`src/rtl/fsync_rx_pkg.sv`:
```
package fsync_rx_pkg;
  localparam int unsigned DATA_BITS = 8;
  localparam int unsigned OSR       = 3;
  // two stop-bit samples only: 1 start*3 + 8 data*3 + 2
  localparam int unsigned WORD_LEN  = OSR * (DATA_BITS + 1) + 2;
  localparam int unsigned MID_OFS   = OSR + OSR / 2;

  typedef logic [DATA_BITS-1:0] byte_t;
  typedef logic [WORD_LEN-1:0]  word_t;

  // first sample sits at the MSB of the word
  function automatic byte_t pick_mid(input word_t w);
    byte_t b;
    for (int n = 0; n < DATA_BITS; n++) begin
      b[n] = w[WORD_LEN - 1 - MID_OFS - OSR * n];
    end
    return b;
  endfunction
endpackage

```
`src/rtl/fsync_rx_tick.sv`:
```
module fsync_rx_tick #(
  parameter int unsigned DIV_W = 16
) (
  input  logic             clk_i,
  input  logic             rst_ni,
  input  logic             en_i,
  input  logic [DIV_W-1:0] div_i,
  output logic             tick_o
);
  localparam int unsigned CNT_W = DIV_W + 1;

  logic [CNT_W-1:0] cnt_q;
  logic [CNT_W-1:0] lim;

  assign lim    = {div_i, 1'b1};
  assign tick_o = en_i && (cnt_q >= lim);

  always_ff @(posedge clk_i or negedge rst_ni) begin
    if (!rst_ni) begin
      cnt_q <= '0;
    end else if (!en_i || cnt_q >= lim) begin
      cnt_q <= '0;
    end else begin
      cnt_q <= cnt_q + 1'b1;
    end
  end
endmodule

```
`src/rtl/fsync_rx_capture.sv`:
```
module fsync_rx_capture
  import fsync_rx_pkg::*;
(
  input  logic  clk_i,
  input  logic  rst_ni,
  input  logic  en_i,
  input  logic  tick_i,
  input  logic  line_i,
  output byte_t byte_o,
  output logic  valid_o,
  output logic  busy_o
);
  localparam int unsigned CNT_W = $clog2(WORD_LEN);
  localparam logic [CNT_W-1:0] LAST = CNT_W'(WORD_LEN - 1);

  logic                prev_q;
  logic                busy_q;
  logic [CNT_W-1:0]    cnt_q;
  logic [WORD_LEN-2:0] sh_q;
  byte_t               byte_q;
  logic                valid_q;

  always_ff @(posedge clk_i or negedge rst_ni) begin
    if (!rst_ni) begin
      prev_q  <= 1'b1;
      busy_q  <= 1'b0;
      cnt_q   <= '0;
      sh_q    <= '1;
      byte_q  <= '0;
      valid_q <= 1'b0;
    end else begin
      valid_q <= 1'b0;
      if (!en_i) begin
        busy_q <= 1'b0;
        cnt_q  <= '0;
        prev_q <= line_i;
      end else if (tick_i) begin
        prev_q <= line_i;
        sh_q   <= {sh_q[WORD_LEN-3:0], line_i};
        if (busy_q) begin
          if (cnt_q == LAST) begin
            busy_q  <= 1'b0;
            cnt_q   <= '0;
            byte_q  <= pick_mid({sh_q, line_i});
            valid_q <= 1'b1;
          end else begin
            cnt_q <= cnt_q + 1'b1;
          end
        end else if (prev_q && !line_i) begin
          busy_q <= 1'b1;
          cnt_q  <= CNT_W'(1);
        end
      end
    end
  end

  assign byte_o  = byte_q;
  assign valid_o = valid_q;
  assign busy_o  = busy_q;
endmodule

```
`src/rtl/fsync_rx_fifo.sv`:
```
module fsync_rx_fifo #(
  parameter int unsigned DEPTH = 8,
  parameter int unsigned W     = 8,
  localparam int unsigned PTR_W = (DEPTH > 1) ? $clog2(DEPTH) : 1,
  localparam int unsigned LVL_W = $clog2(DEPTH + 1)
) (
  input  logic             clk_i,
  input  logic             rst_ni,
  input  logic             push_i,
  input  logic [W-1:0]     push_data_i,
  input  logic             pop_i,
  output logic [W-1:0]     head_o,
  output logic [LVL_W-1:0] level_o,
  output logic             empty_o,
  output logic             drop_o,
  output logic             under_o
);
  logic [W-1:0]     mem [DEPTH];
  logic [PTR_W-1:0] wr_q, rd_q;
  logic [LVL_W-1:0] lvl_q;
  logic             do_push, do_pop;

  assign empty_o = (lvl_q == '0);
  assign do_push = push_i && (lvl_q != LVL_W'(DEPTH));
  assign do_pop  = pop_i && !empty_o;
  assign drop_o  = push_i && !do_push;
  assign under_o = pop_i && empty_o;
  assign head_o  = mem[rd_q];
  assign level_o = lvl_q;

  function automatic logic [PTR_W-1:0] nxt(input logic [PTR_W-1:0] p);
    return (p == PTR_W'(DEPTH - 1)) ? '0 : p + 1'b1;
  endfunction

  always_ff @(posedge clk_i) begin
    if (do_push) mem[wr_q] <= push_data_i;
  end

  always_ff @(posedge clk_i or negedge rst_ni) begin
    if (!rst_ni) begin
      wr_q  <= '0;
      rd_q  <= '0;
      lvl_q <= '0;
    end else begin
      if (do_push) wr_q <= nxt(wr_q);
      if (do_pop)  rd_q <= nxt(rd_q);
      case ({do_push, do_pop})
        2'b10:   lvl_q <= lvl_q + 1'b1;
        2'b01:   lvl_q <= lvl_q - 1'b1;
        default: lvl_q <= lvl_q;
      endcase
    end
  end
endmodule

```
`src/rtl/fsync_uart_rx.sv`:
```
module fsync_uart_rx
  import fsync_rx_pkg::*;
#(
  parameter int unsigned DIV_W       = 16,
  parameter int unsigned FIFO_DEPTH  = 8,
  parameter int unsigned SYNC_STAGES = 2,
  localparam int unsigned LVL_W = $clog2(FIFO_DEPTH + 1)
) (
  input  logic             clk_i,
  input  logic             rst_ni,
  input  logic             rx_en_i,
  input  logic [DIV_W-1:0] div_i,
  input  logic             rxd_i,
  input  logic             rd_i,
  output logic [7:0]       rd_data_o,
  output logic             not_empty_o,
  input  logic             clr_ovf_i,
  input  logic             clr_unf_i,
  output logic             ovf_o,
  output logic             unf_o,
  output logic             err_irq_o
);
  logic             line;
  logic             tick;
  logic             busy;
  logic             word_valid;
  byte_t            rx_byte;
  logic [LVL_W-1:0] level;
  logic             empty;
  logic             drop;
  logic             under;
  logic             ovf_q, unf_q;

  generate
    if (SYNC_STAGES < 2) begin : g_sync1
      logic s_q;
      always_ff @(posedge clk_i or negedge rst_ni) begin
        if (!rst_ni) s_q <= 1'b1;
        else         s_q <= rxd_i;
      end
      assign line = s_q;
    end else begin : g_syncn
      logic [SYNC_STAGES-1:0] s_q;
      always_ff @(posedge clk_i or negedge rst_ni) begin
        if (!rst_ni) s_q <= '1;
        else         s_q <= {s_q[SYNC_STAGES-2:0], rxd_i};
      end
      assign line = s_q[SYNC_STAGES-1];
    end
  endgenerate

  fsync_rx_tick #(.DIV_W(DIV_W)) u_tick (
    .clk_i  (clk_i),
    .rst_ni (rst_ni),
    .en_i   (rx_en_i),
    .div_i  (div_i),
    .tick_o (tick)
  );

  fsync_rx_capture u_cap (
    .clk_i   (clk_i),
    .rst_ni  (rst_ni),
    .en_i    (rx_en_i),
    .tick_i  (tick),
    .line_i  (line),
    .byte_o  (rx_byte),
    .valid_o (word_valid),
    .busy_o  (busy)
  );

  fsync_rx_fifo #(.DEPTH(FIFO_DEPTH), .W(DATA_BITS)) u_fifo (
    .clk_i       (clk_i),
    .rst_ni      (rst_ni),
    .push_i      (word_valid),
    .push_data_i (rx_byte),
    .pop_i       (rd_i),
    .head_o      (rd_data_o),
    .level_o     (level),
    .empty_o     (empty),
    .drop_o      (drop),
    .under_o     (under)
  );

  // set wins over clear
  always_ff @(posedge clk_i or negedge rst_ni) begin
    if (!rst_ni) begin
      ovf_q <= 1'b0;
      unf_q <= 1'b0;
    end else begin
      if (drop)           ovf_q <= 1'b1;
      else if (clr_ovf_i) ovf_q <= 1'b0;
      if (under)          unf_q <= 1'b1;
      else if (clr_unf_i) unf_q <= 1'b0;
    end
  end

  assign not_empty_o = !empty;
  assign ovf_o       = ovf_q;
  assign unf_o       = unf_q;
  assign err_irq_o   = ovf_q | unf_q;
endmodule

```
`config.mk`:
```
export PLATFORM = sky130hd
export DESIGN_NAME = fsync_uart_rx
export DESIGN_NICKNAME = d
export VERILOG_FILES = /design/src/rtl/fsync_rx_pkg.sv /design/src/rtl/fsync_rx_tick.sv /design/src/rtl/fsync_rx_capture.sv /design/src/rtl/fsync_rx_fifo.sv /design/src/rtl/fsync_uart_rx.sv
export SDC_FILE = /design/constraint.sdc
export NUM_CORES = 1
export LEC_CHECK = 0
export BUFFER_PORTS_ARGS = -buffer_cell sky130_fd_sc_hd__buf_4
export CAP_MARGIN = 25
export CORE_UTILIZATION = 60
export DETAILED_ROUTE_END_ITERATION = 10
export PLACE_DENSITY = 0.76
export SETUP_SLACK_MARGIN = 0.2
export SYNTH_ARGS = -nofsm -noshare
export SYNTH_HDL_FRONTEND = slang
export SYNTH_SLANG_ARGS = --single-unit
export TNS_END_PERCENT = 5
```
`constraint.sdc`:
```
create_clock -name clk_i -period 2.8 [get_ports clk_i]
set_input_delay 0.42 -clock clk_i [delete_from_list [all_inputs] [get_ports clk_i]]
set_output_delay 0.42 -clock clk_i [all_outputs]
set_load 0.005 [all_outputs]
```
# ---- Word level (Yosys, flattened, before mapping)
# Memory sizes are Yosys's and may differ from the RTL's.
# Index checks and enable logic that the tools add are counted.
dict set report classes {
  n_addsub 6
  eq_ne 8
  n_mux 26
  n_reduce_logical 18
  n_lt_le_gt_ge 1
  bitwise 1
}
# cell count
set ops {}
lappend ops {{2-to-1 mux 5 bit} 5}
lappend ops {{adder 17 x 1 -> 17 bit, second input constant} 1}
lappend ops {{greater-or-equal comparator 17 bit} 1}
lappend ops {{2-to-1 mux 1 bit} 17}
lappend ops {{2-to-1 mux 17 bit} 1}
lappend ops {{case mux 4 bit (2 select lines)} 1}
lappend ops {{adder 3 x 1 -> 3 bit, second input constant} 2}
lappend ops {{== test 3 bit, second input constant} 2}
lappend ops {{logical AND 1 bit} 6}
lappend ops {{2-to-1 mux 3 bit} 2}
lappend ops {{nonzero test 2 bit} 3}
lappend ops {{adder 5 x 1 -> 5 bit, second input constant} 1}
lappend ops {{== test 5 bit, second input constant} 1}
lappend ops {{adder 4 x 1 -> 4 bit, second input constant} 1}
lappend ops {{zero test 1 bit} 4}
lappend ops {{zero test 4 bit} 1}
lappend ops {{!= test 4 bit, second input constant} 1}
lappend ops {{AND reduction 2 bit} 2}
lappend ops {{AND reduction 4 bit} 1}
lappend ops {{subtractor 4 x 1 -> 4 bit, second input constant} 1}
lappend ops {{!= test 3 x 1 -> 1 bit, second input constant} 1}
lappend ops {{== test 2 x 1 -> 1 bit, second input constant} 1}
lappend ops {{== test 2 bit, second input constant} 1}
lappend ops {{!= test 2 x 1 -> 1 bit, second input constant} 1}
lappend ops {{other kinds (2)} 2}
dict set report totals {
  elab_cells 74
  mem_count 1
  in_bits 23
  register_bits 71
  output_inout_bits 12
  mem_bits_rw 64
}
# name words width rd rd_ports_with_merged_regs wr line
set memory_table {}
lappend memory_table {u_fifo.mem 8 8 1 0 1 fsync_rx_fifo.sv:18} ;# logic [W-1:0] mem [DEPTH];

# ---- Depth between registers and ports, before layout
# Gate-level depths: netlist of run 1.
dict set report depth {
  word_depth 6
  ltp_mapped 11
}

# ---- Modules after synthesis
# Synthesis of run 1 repeated with hierarchy kept, for this count alone.
dict set report unflattened {
  hier_cells 420
  hier_area_um2 6326.1
}
# mod cells_each area_per_inst_um2 n_inst
set modules_own_cells {}
lappend modules_own_cells {fsync_rx_fifo 157 3133.0 1}
lappend modules_own_cells {fsync_rx_capture 111 1711.6 1}
lappend modules_own_cells {fsync_rx_tick 142 1346.3 1}
lappend modules_own_cells {fsync_uart_rx 10 135.1 1}

# ---- Worst setup path after synthesis of run 1
# Ideal clock, no wire load.
dict set report synth_path {
  path_type {input-to-reg}
  startpoint {in div_i[11]}
  endpoint {reg u_cap.byte_q[0], in the netlist u_cap.byte_o[0]}
  setup_slack_ns 0.398
  cell_stages 8
  n_path_buf 0
  required_time_ns 2.675
  arrival_time_ns 2.278
  cell_sequence {inv_1 ha_1 nand4_1 nor4_1 or3_4 a221oi_4 nor3_2 mux2_2}
}
dict set report synth_between {
  elab_chain_len 3
}
# item line
set synth_rtl {}
lappend synth_rtl {{start, declared} fsync_uart_rx.sv:12} ;# input logic [DIV_W-1:0] div_i,
lappend synth_rtl {{greater-or-equal comparator 17 bit} fsync_rx_tick.sv:16} ;# assign tick_o = en_i && (cnt_q >= lim);
lappend synth_rtl {{logical AND 1 bit} fsync_rx_tick.sv:16}
lappend synth_rtl {{AND reduction 4 bit (no source line)} -}
lappend synth_rtl {{end signal, assigned} fsync_rx_capture.sv:44} ;# byte_q <= pick_mid({sh_q, line_i});
lappend synth_rtl {{end, declared} fsync_rx_capture.sv:20} ;# byte_t byte_q;
# No other way between the ends.
# A chain may end at the register's enable or synchronous reset.

# ---- Final worst setup path of run 1
dict set report layout_path {
  startpoint {reg u_tick.cnt_q[7]}
  endpoint {reg u_tick.cnt_q[0]}
}
dict set report layout_between {
  elab_chain_len 3
}
# item line
set layout_rtl {}
lappend layout_rtl {{start, declared} fsync_rx_tick.sv:12} ;# logic [CNT_W-1:0] cnt_q;
lappend layout_rtl {{start signal, assigned} fsync_rx_tick.sv:24} ;# cnt_q <= cnt_q + 1'b1;
lappend layout_rtl {{greater-or-equal comparator 17 bit} fsync_rx_tick.sv:21} ;# end else if (!en_i || cnt_q >= lim) begin
lappend layout_rtl {{logical OR 1 bit} fsync_rx_tick.sv:21}
lappend layout_rtl {{2-to-1 mux 17 bit} fsync_rx_tick.sv:21}
# No other way between the ends.

==> results.json, run 1 <==
{
  "status": "finished, final reports clean",
  "yosysSeqAreaShare_pct": 62.60,
  "setup_violations": 0,
  "synth_edf_count": 64,
  "cp-startpoint": "u_tick.cnt_q[7]$_DFF_PN0_",
  "synthFlopType": "edfxtp_1",
  "vias_per_cell": 5.629,
  "maxCapViolations": 0,
  "areaGrowthSynthToFinish_pct": 18.72,
  "ant_nets": 0,
  "drtIter0Drc": 155,
  "yosysWarnings": 0,
  "worstMarginPinSlew_ns": 0.8972,
  "fin_crit_sh_pct": 91.79,
  "crit_top_cell": "buf_4",
  "syn_inst": 409,
  "cts_htree_levels": 4,
  "period_minus_slack_ns": 2.570,
  "irDropWorstVdd_uv": 445.9,
  "utilization_pct": 73.09,
  "wl_per_cell_um": 16.61,
  "routed_wl_mm": 10.25,
  "gp_congestion": 0.8162,
  "numCtsBuffers": 17,
  "syn_area_um2": 5962,
  "ys_types": 44,
  "die_y_um": 101.7,
  "dieArea_um2": 10340,
  "grt_pass1_vias": 3517,
  "final_common_cell": "edfxtp_1",
  "overflow": 0,
  "crit_chain": "ha_1, nand4_1, nor4_1, buf_4, or3_4, a221oi_4, buf_6, nand2_2, buf_4, nor2_1",
  "syn_avg_cell_area_um2": 14.58,
  "endpoint_kind": "flip-flop",
  "grt_pass1_wl_mm": 16.80,
  "fmax_ghz": 0.3891,
  "io_buffers": 34,
  "max_stage_delay_ns": 0.51,
  "power_per_cell_area_nw_per_um2": 691.7,
  "crit_family": "simple AND/OR/NAND/NOR gates",
  "rsz0062_at_grt": "true",
  "setup.worst_path.class": "reg -> reg",
  "initial_utilization_pct": 61.56,
  "synth_top_area_cell": "edfxtp_1",
  "cts_sinks": 135,
  "cp_data_required_time_ns": 3.25,
  "max_slew_margin_pct": 40.19,
  "layout_common_cells": "edfxtp_1 (64), buf_4 (47), mux2_2 (44), dfrtp_1 (43), inv_1 (30)",
  "synth_area_leaders": "edfxtp_1 (32%), dfrtp_1 (18%), dfstp_2 (12%)",
  "ctsRootBufferMaster": "clkbuf_8",
  "drive_gt1_share_pct": 36.57,
  "crit_path_start_kind": "flip-flop",
  "drc_errors": 0,
  "clk_pin_slew_ns": 0.06,
  "dp_cells": 582,
  "io_pins": 35,
  "final_nets": 521,
  "antenna_found_initial": 0,
  "r2r_start": "u_tick.cnt_q[7]$_DFF_PN0_",
  "crit_fanout": 8,
  "min_path_type": "in -> async",
  "cts_max_path_buffers": 2,
  "slew_violations": 0,
  "fillers": 615,
  "grt_max_degree": 72,
  "cp.arrival_ns": 3.02,
  "skew_ns": 0.007970,
  "track_usage_pct": 22.27,
  "cts_tree": "built",
  "setup-tns-final_ns": 0,
  "hold_viol_final": 0,
  "dpl.hpwl_mm": 6.599,
  "synth_top_area_share_pct": 32.24,
  "synthArstFlopShare_pct": 52.59,
  "synthesis.nets": 459,
  "drt_first_pass_iters": 4,
  "rows": 36,
  "crit_buf_inv": 3,
  "leakage_uw": 0.002773,
  "core_um2": 9684,
  "instances_no_fill": 617,
  "routed-via-count": 3473,
  "slowest_stage": "a221oi_4",
  "ys_ff_latch": 135,
  "die_w_um": 101.7,
  "n_antenna_cell": 0,
  "clk_latency_ns": 0.53
}
## cell usage after synthesis (all sizes together) (2+ instances only)
cell and n:
edfxtp 64, a21oi 9, nand4 2, buf 5
dfrtp 44, ha 26, mux4 16, nor3 13
inv 30, nor4 3, nand2b 4, or3 2
o21ai 10, clkbuf 4, nand3 13, mux2 44
xor2 11, nand2 25, and3 4, dfstp 27
a21o 5, xnor2 7, a22o 3, nor2 24
## flip-flops by register name, summed over array words and instances (netlist names), 2 cells and up
register,count
u_fifo.mem,64
u_cap.sh_q,24
u_tick.cnt_q,17
u_cap.byte_o,8
u_cap.cnt_q,5
u_fifo.level_o,4
u_fifo.rd_q,3
u_fifo.wr_q,3
g_syncn.s_q,2
## power by group
part	internal (uW)	total [uW]	switching, uW	leakage [uW]
Sequential	2140	2260	126	0.00132
Clock	1210	2110	896	0.000273
Combinational	284	525	241	0.00118
Total	3630	4900	1260	0.00277
## metal layers
layer  vias up  global-route usage, %  share of wire [%]
met5         -                      0                  0
met4         0                  9.810                1.9
met3        20                  5.521                2.9
met2        77                  35.91                 50
met1      1750                  28.83                 45
li1       1626                      -                  -
## cells by family after synthesis
kind of cell	share of synthesized area, %
AOI/OAI and AO/OA	4.219
xor gates and xnor gates	2.644
adders and majority gates	5.792
buffers and inverters	2.728
DFF	62.60
muxes	14.35
and+or+nand+nor	7.660
## final timing paths
check | to | slack, ns | cells after the start
setup reg to reg | u_tick.cnt_q[0]$_DFF_PN0_ | 0.23 | 10
setup / recovery | u_tick.cnt_q[0]$_DFF_PN0_ | 0.23 | 10
max in group asynchronous | u_fifo.rd_q[1]$_DFFE_PN0P_ | 2.14 | 1
hold / removal | u_cap.byte_o[3]$_DFFE_PN0P_ | 0.02 | 1
hold reg to reg | g_syncn.s_q[1]$_DFF_PN1_ | 0.36 | 0
min in group clk_i | unf_o$_DFFE_PN0P_ | 0.09 | 2
## final cells by class
class,instances,area [um^2],share of cell area (%)
sequential,135,3734,52.75
multi-input combinational,236,2090,29.52
clock buffer,17,414.1,5.851
timing repair buffer,51,405.4,5.727
tap,133,166.4,2.351
clock inverter,15,156.4,2.210
inverter,30,112.6,1.591
## what timing repair did
item / CTS / global route
pin swaps: 0 / 4
gates resized for setup: 1 / 5
setup buffers: 0 / 1
gates cloned: 0 / 1
hold endpoints to repair: 1 / 0
setup endpoints to repair: 40 / 58
hold buffers: 1 / 0
## through the flow
step / instance area, um^2 / power, uW / hold slack [ns] / setup slack (ns)
final: 7078 / 4896 / 0.02070 / 0.2298
after global routing: 7078 / 5095 / 0.07910 / 0.09420
after CTS: 7033 / 4943 / 0.04817 / 0.09807
after detailed placement: 6446 / 2827 / 0.3468 / -0.02562
after global placement: 6446 / 2805 / 0.3466 / 0.1067
after floorplan: 5962 / 2662 / 0.1244 / 0.3977
Power figures use the tool's default switching activity.
==> run 2: changes to the inputs <==
--- a/config.mk
+++ b/config.mk
@@ -5,7 +5,7 @@
 export SDC_FILE = /design/constraint.sdc
 export NUM_CORES = 1
 export LEC_CHECK = 0
-export BUFFER_PORTS_ARGS = -buffer_cell sky130_fd_sc_hd__buf_4
+export BUFFER_PORTS_ARGS = -buffer_cell sky130_fd_sc_hd__buf_2
 export CAP_MARGIN = 25
 export CORE_UTILIZATION = 60
 export DETAILED_ROUTE_END_ITERATION = 10
==> results.json, run 2 (synthesis gave the netlist of run 1 again) <==
{
  "status": "finished, final reports clean",
  "vias_per_cell": 5.558,
  "worstMarginPinSlew_ns": 0.7967,
  "fillers": 636,
  "antenna_found_initial": 0,
  "largest_register_ffs": 64,
  "irDropWorstVdd_uv": 473.5,
  "areaGrowthSynthToFinish_pct": 17.36,
  "wl_per_cell_um": 17.08,
  "dpl.hpwl_mm": 6.713,
  "fmax_ghz": 0.3859,
  "initial_utilization_pct": 61.56,
  "dieArea_um2": 10340,
  "max_slew_margin_pct": 46.69,
  "setup-tns-final_ns": 0,
  "largest-register": "u_fifo.mem",
  "drive_gt1_share_pct": 35.54,
  "cts_max_path_buffers": 2,
  "postCtsSetupBuffers": 0,
  "crit_path_start_kind": "flip-flop",
  "die_w_um": 101.7,
  "drtIter0Drc": 130,
  "endpoint": "rd_data_o[5]",
  "crit_fanout": 19,
  "setup_violations": 0,
  "routed-via-count": 3429,
  "n_antenna_cell": 0,
  "top_regs": "u_fifo.mem (64), u_cap.sh_q (24), u_tick.cnt_q (17)",
  "ctsRootBufferMaster": "clkbuf_8",
  "grt_max_degree": 48,
  "ff_latch_area_um2": 3734,
  "setup.worst_path.class": "reg -> out",
  "io_buffers": 34,
  "instances_no_fill": 617,
  "leakage_uw": 0.002744,
  "io_pins": 35,
  "cts_sinks": 135,
  "cp-startpoint": "u_fifo.rd_q[0]$_DFFE_PN0P_",
  "core_um2": 9684,
  "total_power_uw": 4975,
  "die_y_um": 101.7,
  "r2r_setup_slack_ns": 0.25,
  "ff2ff_path_depth": 10,
  "whs_ns": 0.09531,
  "cp_data_required_time_ns": 2.38,
  "final_nets": 521,
  "routed_wl_mm": 10.54,
  "grt_pass1_wl_mm": 17.04,
  "r2r_start": "u_tick.cnt_q[7]$_DFF_PN0_",
  "drt_first_pass_iters": 4,
  "period_minus_slack_ns": 2.592,
  "fin_crit_sh_pct": 92.56,
  "gp_congestion": 0.7782,
  "utilization_pct": 72.25,
  "power_per_cell_area_nw_per_um2": 711.1,
  "worstHoldStart": "clr_ovf_i",
  "multi_input_comb_area_um2": 2079,
  "min_path_type": "in -> reg",
  "cts_tree": "built",
  "skew_ns": 0.01059,
  "clk_pin_slew_ns": 0.06,
  "slew_violations": 0,
  "endpoint_kind": "output port",
  "layout_common_cells": "edfxtp_1 (64), mux2_2 (44), dfrtp_1 (43), buf_2 (34), inv_1 (30)",
  "dp_cells": 582,
  "overflow": 0,
  "track_usage_pct": 22.87,
  "final_common_cell": "edfxtp_1",
  "maxCapViolations": 0,
  "drc_errors": 0,
  "ant_nets": 0,
  "grt_pass1_vias": 3507,
  "clk_latency_ns": 0.52,
  "rows": 36,
  "cp.arrival_ns": 2.17,
  "cts_htree_levels": 4,
  "r2r-end": "u_tick.cnt_q[15]$_DFF_PN0_",
  "numCtsBuffers": 17,
  "rsz0062_at_grt": "true",
  "hold_viol_final": 0
}
## run 2: cell types whose count changed in the layout (fill, tap and decap cells not counted), sizes merged, moves of 2 or more
cell      delta
inv          -5
clkinv       +4
bufinv       +2
clkinvlp     -2
## run 2: worst max-delay path: stages, from the launching register on
cell     delay [ns]
dfrtp_1        0.32
buf_4          0.32
mux4_2         0.59
mux2_2         0.29
buf_2          0.13
## run 2: report_power, final
part,switching (uW),internal [uW]
combinational,247,270
sequential,122,2140
clock,838,1360
## run 2: cell type report
type	count	area share [%]
flip-flops and latches	135	53.36
multi-input cells	236	29.72
clock buffers	18	5.973
repair buffers	51	4.506
clock inverters	14	2.450
well taps	133	2.378
inverters	30	1.609
## run 2: per-stage QoR
stage                     cell area [um^2]  setup slack, ns
after floorplan                       5962           0.3977
after global placement                6374          0.09973
after detailed placement              6374          0.03320
after CTS                             6990           0.1403
after global routing                  6997          0.08603
final                                 6997           0.2084
## run 2: metal layers
layer  part of all wire, %  up-vias  global-route usage [%]
met4                   1.5        0                   8.361
met2                    53       65                   39.92
met1                    43     1721                   27.04
li1                      -     1629                       -
met5                     0        -                       0
met3                   3.1       14                   6.418
## run 2: worst min-delay path by stage
stage | end | slack (ns) | cells after the start
2_1_floorplan | ovf_o$_DFFE_PN0P_ | 0.12 | 0
3_3_place_gp | g_syncn.s_q[1]$_DFF_PN1_ | 0.35 | 0
3_5_place_dp | g_syncn.s_q[1]$_DFF_PN1_ | 0.35 | 0
4_1_cts | ovf_o$_DFFE_PN0P_ | 0.08 | 2
5_1_grt | ovf_o$_DFFE_PN0P_ | 0.09 | 2
6_report | ovf_o$_DFFE_PN0P_ | 0.1 | 2
## run 2: what timing repair did
action | 4_1_cts | 5_1_grt
endpoints found under the hold margin | 10 | 0
hold buffers | 2 | 0
resized for setup | 2 | 0
setup endpoints to repair | 16 | 41
cloned | 0 | 1
==> run 3: changes to the inputs <==
--- a/config.mk
+++ b/config.mk
@@ -8,7 +8,9 @@
 export BUFFER_PORTS_ARGS = -buffer_cell sky130_fd_sc_hd__buf_2
 export CAP_MARGIN = 25
 export CORE_UTILIZATION = 60
+export CTS_BUF_LIST = sky130_fd_sc_hd__clkbuf_4 sky130_fd_sc_hd__clkbuf_8 sky130_fd_sc_hd__clkbuf_16
 export DETAILED_ROUTE_END_ITERATION = 10
+export GPL_TIMING_DRIVEN = 0
 export PLACE_DENSITY = 0.76
 export SETUP_SLACK_MARGIN = 0.2
 export SYNTH_ARGS = -nofsm -noshare
==> results.json, run 3 (synthesis gave the netlist of run 1 again) <==
{
  "largest_register_ffs": 64,
  "irDropWorstVdd_uv": 495.4,
  "dpl.hpwl_mm": 6.569,
  "cts_max_path_buffers": 2,
  "areaGrowthSynthToFinish_pct": 18.20,
  "endpoint_kind": "flip-flop",
  "vias_per_cell": 5.463,
  "max_stage_delay_ns": 0.43,
  "setup-tns-final_ns": 0,
  "overflow": 0,
  "skew_ns": 0.01096,
  "hold_viol_final": 0,
  "die_y_um": 101.7,
  "final_nets": 524,
  "wl_per_cell_um": 16.11,
  "rows": 36,
  "numCtsBuffers": 17,
  "fmax_ghz": 0.3917,
  "status": "finished, final reports clean",
  "top_regs": "u_fifo.mem (64), u_cap.sh_q (24), u_tick.cnt_q (17)",
  "cts_tree": "built",
  "min_path_type": "in -> async",
  "slowest_stage": "dfrtp_1",
  "fillers": 605,
  "place_area_um2": 6327,
  "crit_path_start_kind": "flip-flop",
  "multi_input_comb_area_um2": 2108,
  "ff2ff_path_depth": 9,
  "crit_fanout": 9,
  "layout_common_cells": "edfxtp_1 (64), mux2_2 (44), dfrtp_1 (44), buf_2 (38), inv_1 (30)",
  "instances_no_fill": 620,
  "routed-via-count": 3387,
  "dieArea_um2": 10340,
  "rsz0062_at_grt": "true",
  "die_w_um": 101.7,
  "cp.arrival_ns": 2.95,
  "worstMarginPinSlew_ns": 0.8829,
  "fin_crit_sh_pct": 91.17,
  "utilization_pct": 72.76,
  "gp_congestion": 0.7605,
  "ctsRootBufferMaster": "clkbuf_8",
  "final_common_cell": "edfxtp_1",
  "cp-startpoint": "u_tick.cnt_q[12]$_DFF_PN0_",
  "slew_violations": 0,
  "r2r_start": "u_tick.cnt_q[12]$_DFF_PN0_",
  "routed_wl_mm": 9.991,
  "crit_chain": "ha_1, nand4_1, nor4_2, or3_4, a221oi_4, buf_4, nor3_4, buf_12, mux2_2",
  "track_usage_pct": 21.87,
  "maxCapViolations": 0,
  "n_antenna_cell": 0,
  "max_slew_margin_pct": 41.14,
  "period_minus_slack_ns": 2.553,
  "drt_first_pass_iters": 6,
  "clk_pin_slew_ns": 0.07,
  "power_per_cell_area_nw_per_um2": 700.6,
  "clk_latency_ns": 0.51,
  "grt_pass1_vias": 3457,
  "initial_utilization_pct": 61.56,
  "crit_family": "simple AND/OR/NAND/NOR gates",
  "grt_pass1_wl_mm": 16.68,
  "cp_data_required_time_ns": 3.19,
  "leakage_uw": 0.002755,
  "core_um2": 9684,
  "whs_ns": 0.02593,
  "cts_htree_levels": 4,
  "antenna_found_initial": 0,
  "io_pins": 35,
  "finalInstanceArea_um2": 7047,
  "dp_cells": 580,
  "drtIter0Drc": 111,
  "ff_latch_area_um2": 3732,
  "drc_errors": 0,
  "cts_sinks": 135,
  "setup.worst_path.class": "reg -> reg",
  "drive_gt1_share_pct": 36.96,
  "ant_nets": 0,
  "largest-register": "u_fifo.mem",
  "setup_violations": 0,
  "grt_max_degree": 72,
  "crit_cells": 9,
  "io_buffers": 34,
  "crit_buf_inv": 2
}
[run 3: layout make-up]
class                      count  area share [%]
multi-input combinational    235           29.92
buffer                         9           1.083
inverter                      30           1.598
timing repair buffer          46           3.977
sequential                   135           52.97
clock buffer                  17           5.877
clock inverter                15           2.219
tap                          133           2.362
[run 3: timing repair]
action	in CTS	in global routing
setup endpoints to repair	26	46
pin swaps	2	2
hold buffers	1	0
hold endpoints to repair	1	0
buffers inserted	2	4
gates resized for setup	11	5
[run 3: routing by layer]
metal / part of all wire [%] / GRT usage (%) / vias up
met3: 3.4 / 5.452 / 11
met4: 1.5 / 8.138 / 0
met5: 0 / 0 / -
li1: - / - / 1634
met2: 52 / 36.54 / 62
met1: 43 / 27.80 / 1680
[run 3: worst reg2reg max path: stages (launching register included)]
cell and delay (ns):
dfrtp_1 0.43, ha_1 0.31, nand4_1 0.17, nor4_2 0.39, or3_4 0.20, a221oi_4 0.08, buf_4 0.18, nor3_4 0.19
buf_12 0.15, mux2_2 0.34
[run 3: power by group]
| group | internal [uW] | total (uW) | switching [uW] |
|---|---|---|---|
| Sequential | 2140 | 2190 | 54.7 |
| Combinational | 337 | 673 | 337 |
| Clock | 1140 | 2070 | 930 |
| Total | 3620 | 4940 | 1320 |
[run 3: final timing paths]
check	to	slack (ns)
max	u_cap.byte_o[4]$_DFFE_PN0P_	0.25
min in group clk_i	unf_o$_DFFE_PN0P_	0.10
max in group asynchronous	u_cap.byte_o[7]$_DFFE_PN0P_	2.20
min	u_cap.byte_o[2]$_DFFE_PN0P_	0.03
min reg2reg	g_syncn.s_q[1]$_DFF_PN1_	0.36
max reg2reg	u_cap.byte_o[4]$_DFFE_PN0P_	0.25
[run 3: per-stage QoR]
step	worst slack, ns	total power (uW)
after floorplan	0.3977	2662
after global placement	-0.1533	2797
after detailed placement	-0.1868	2825
after CTS	0.1596	4980
after global routing	0.09568	5135
final	0.2473	4937
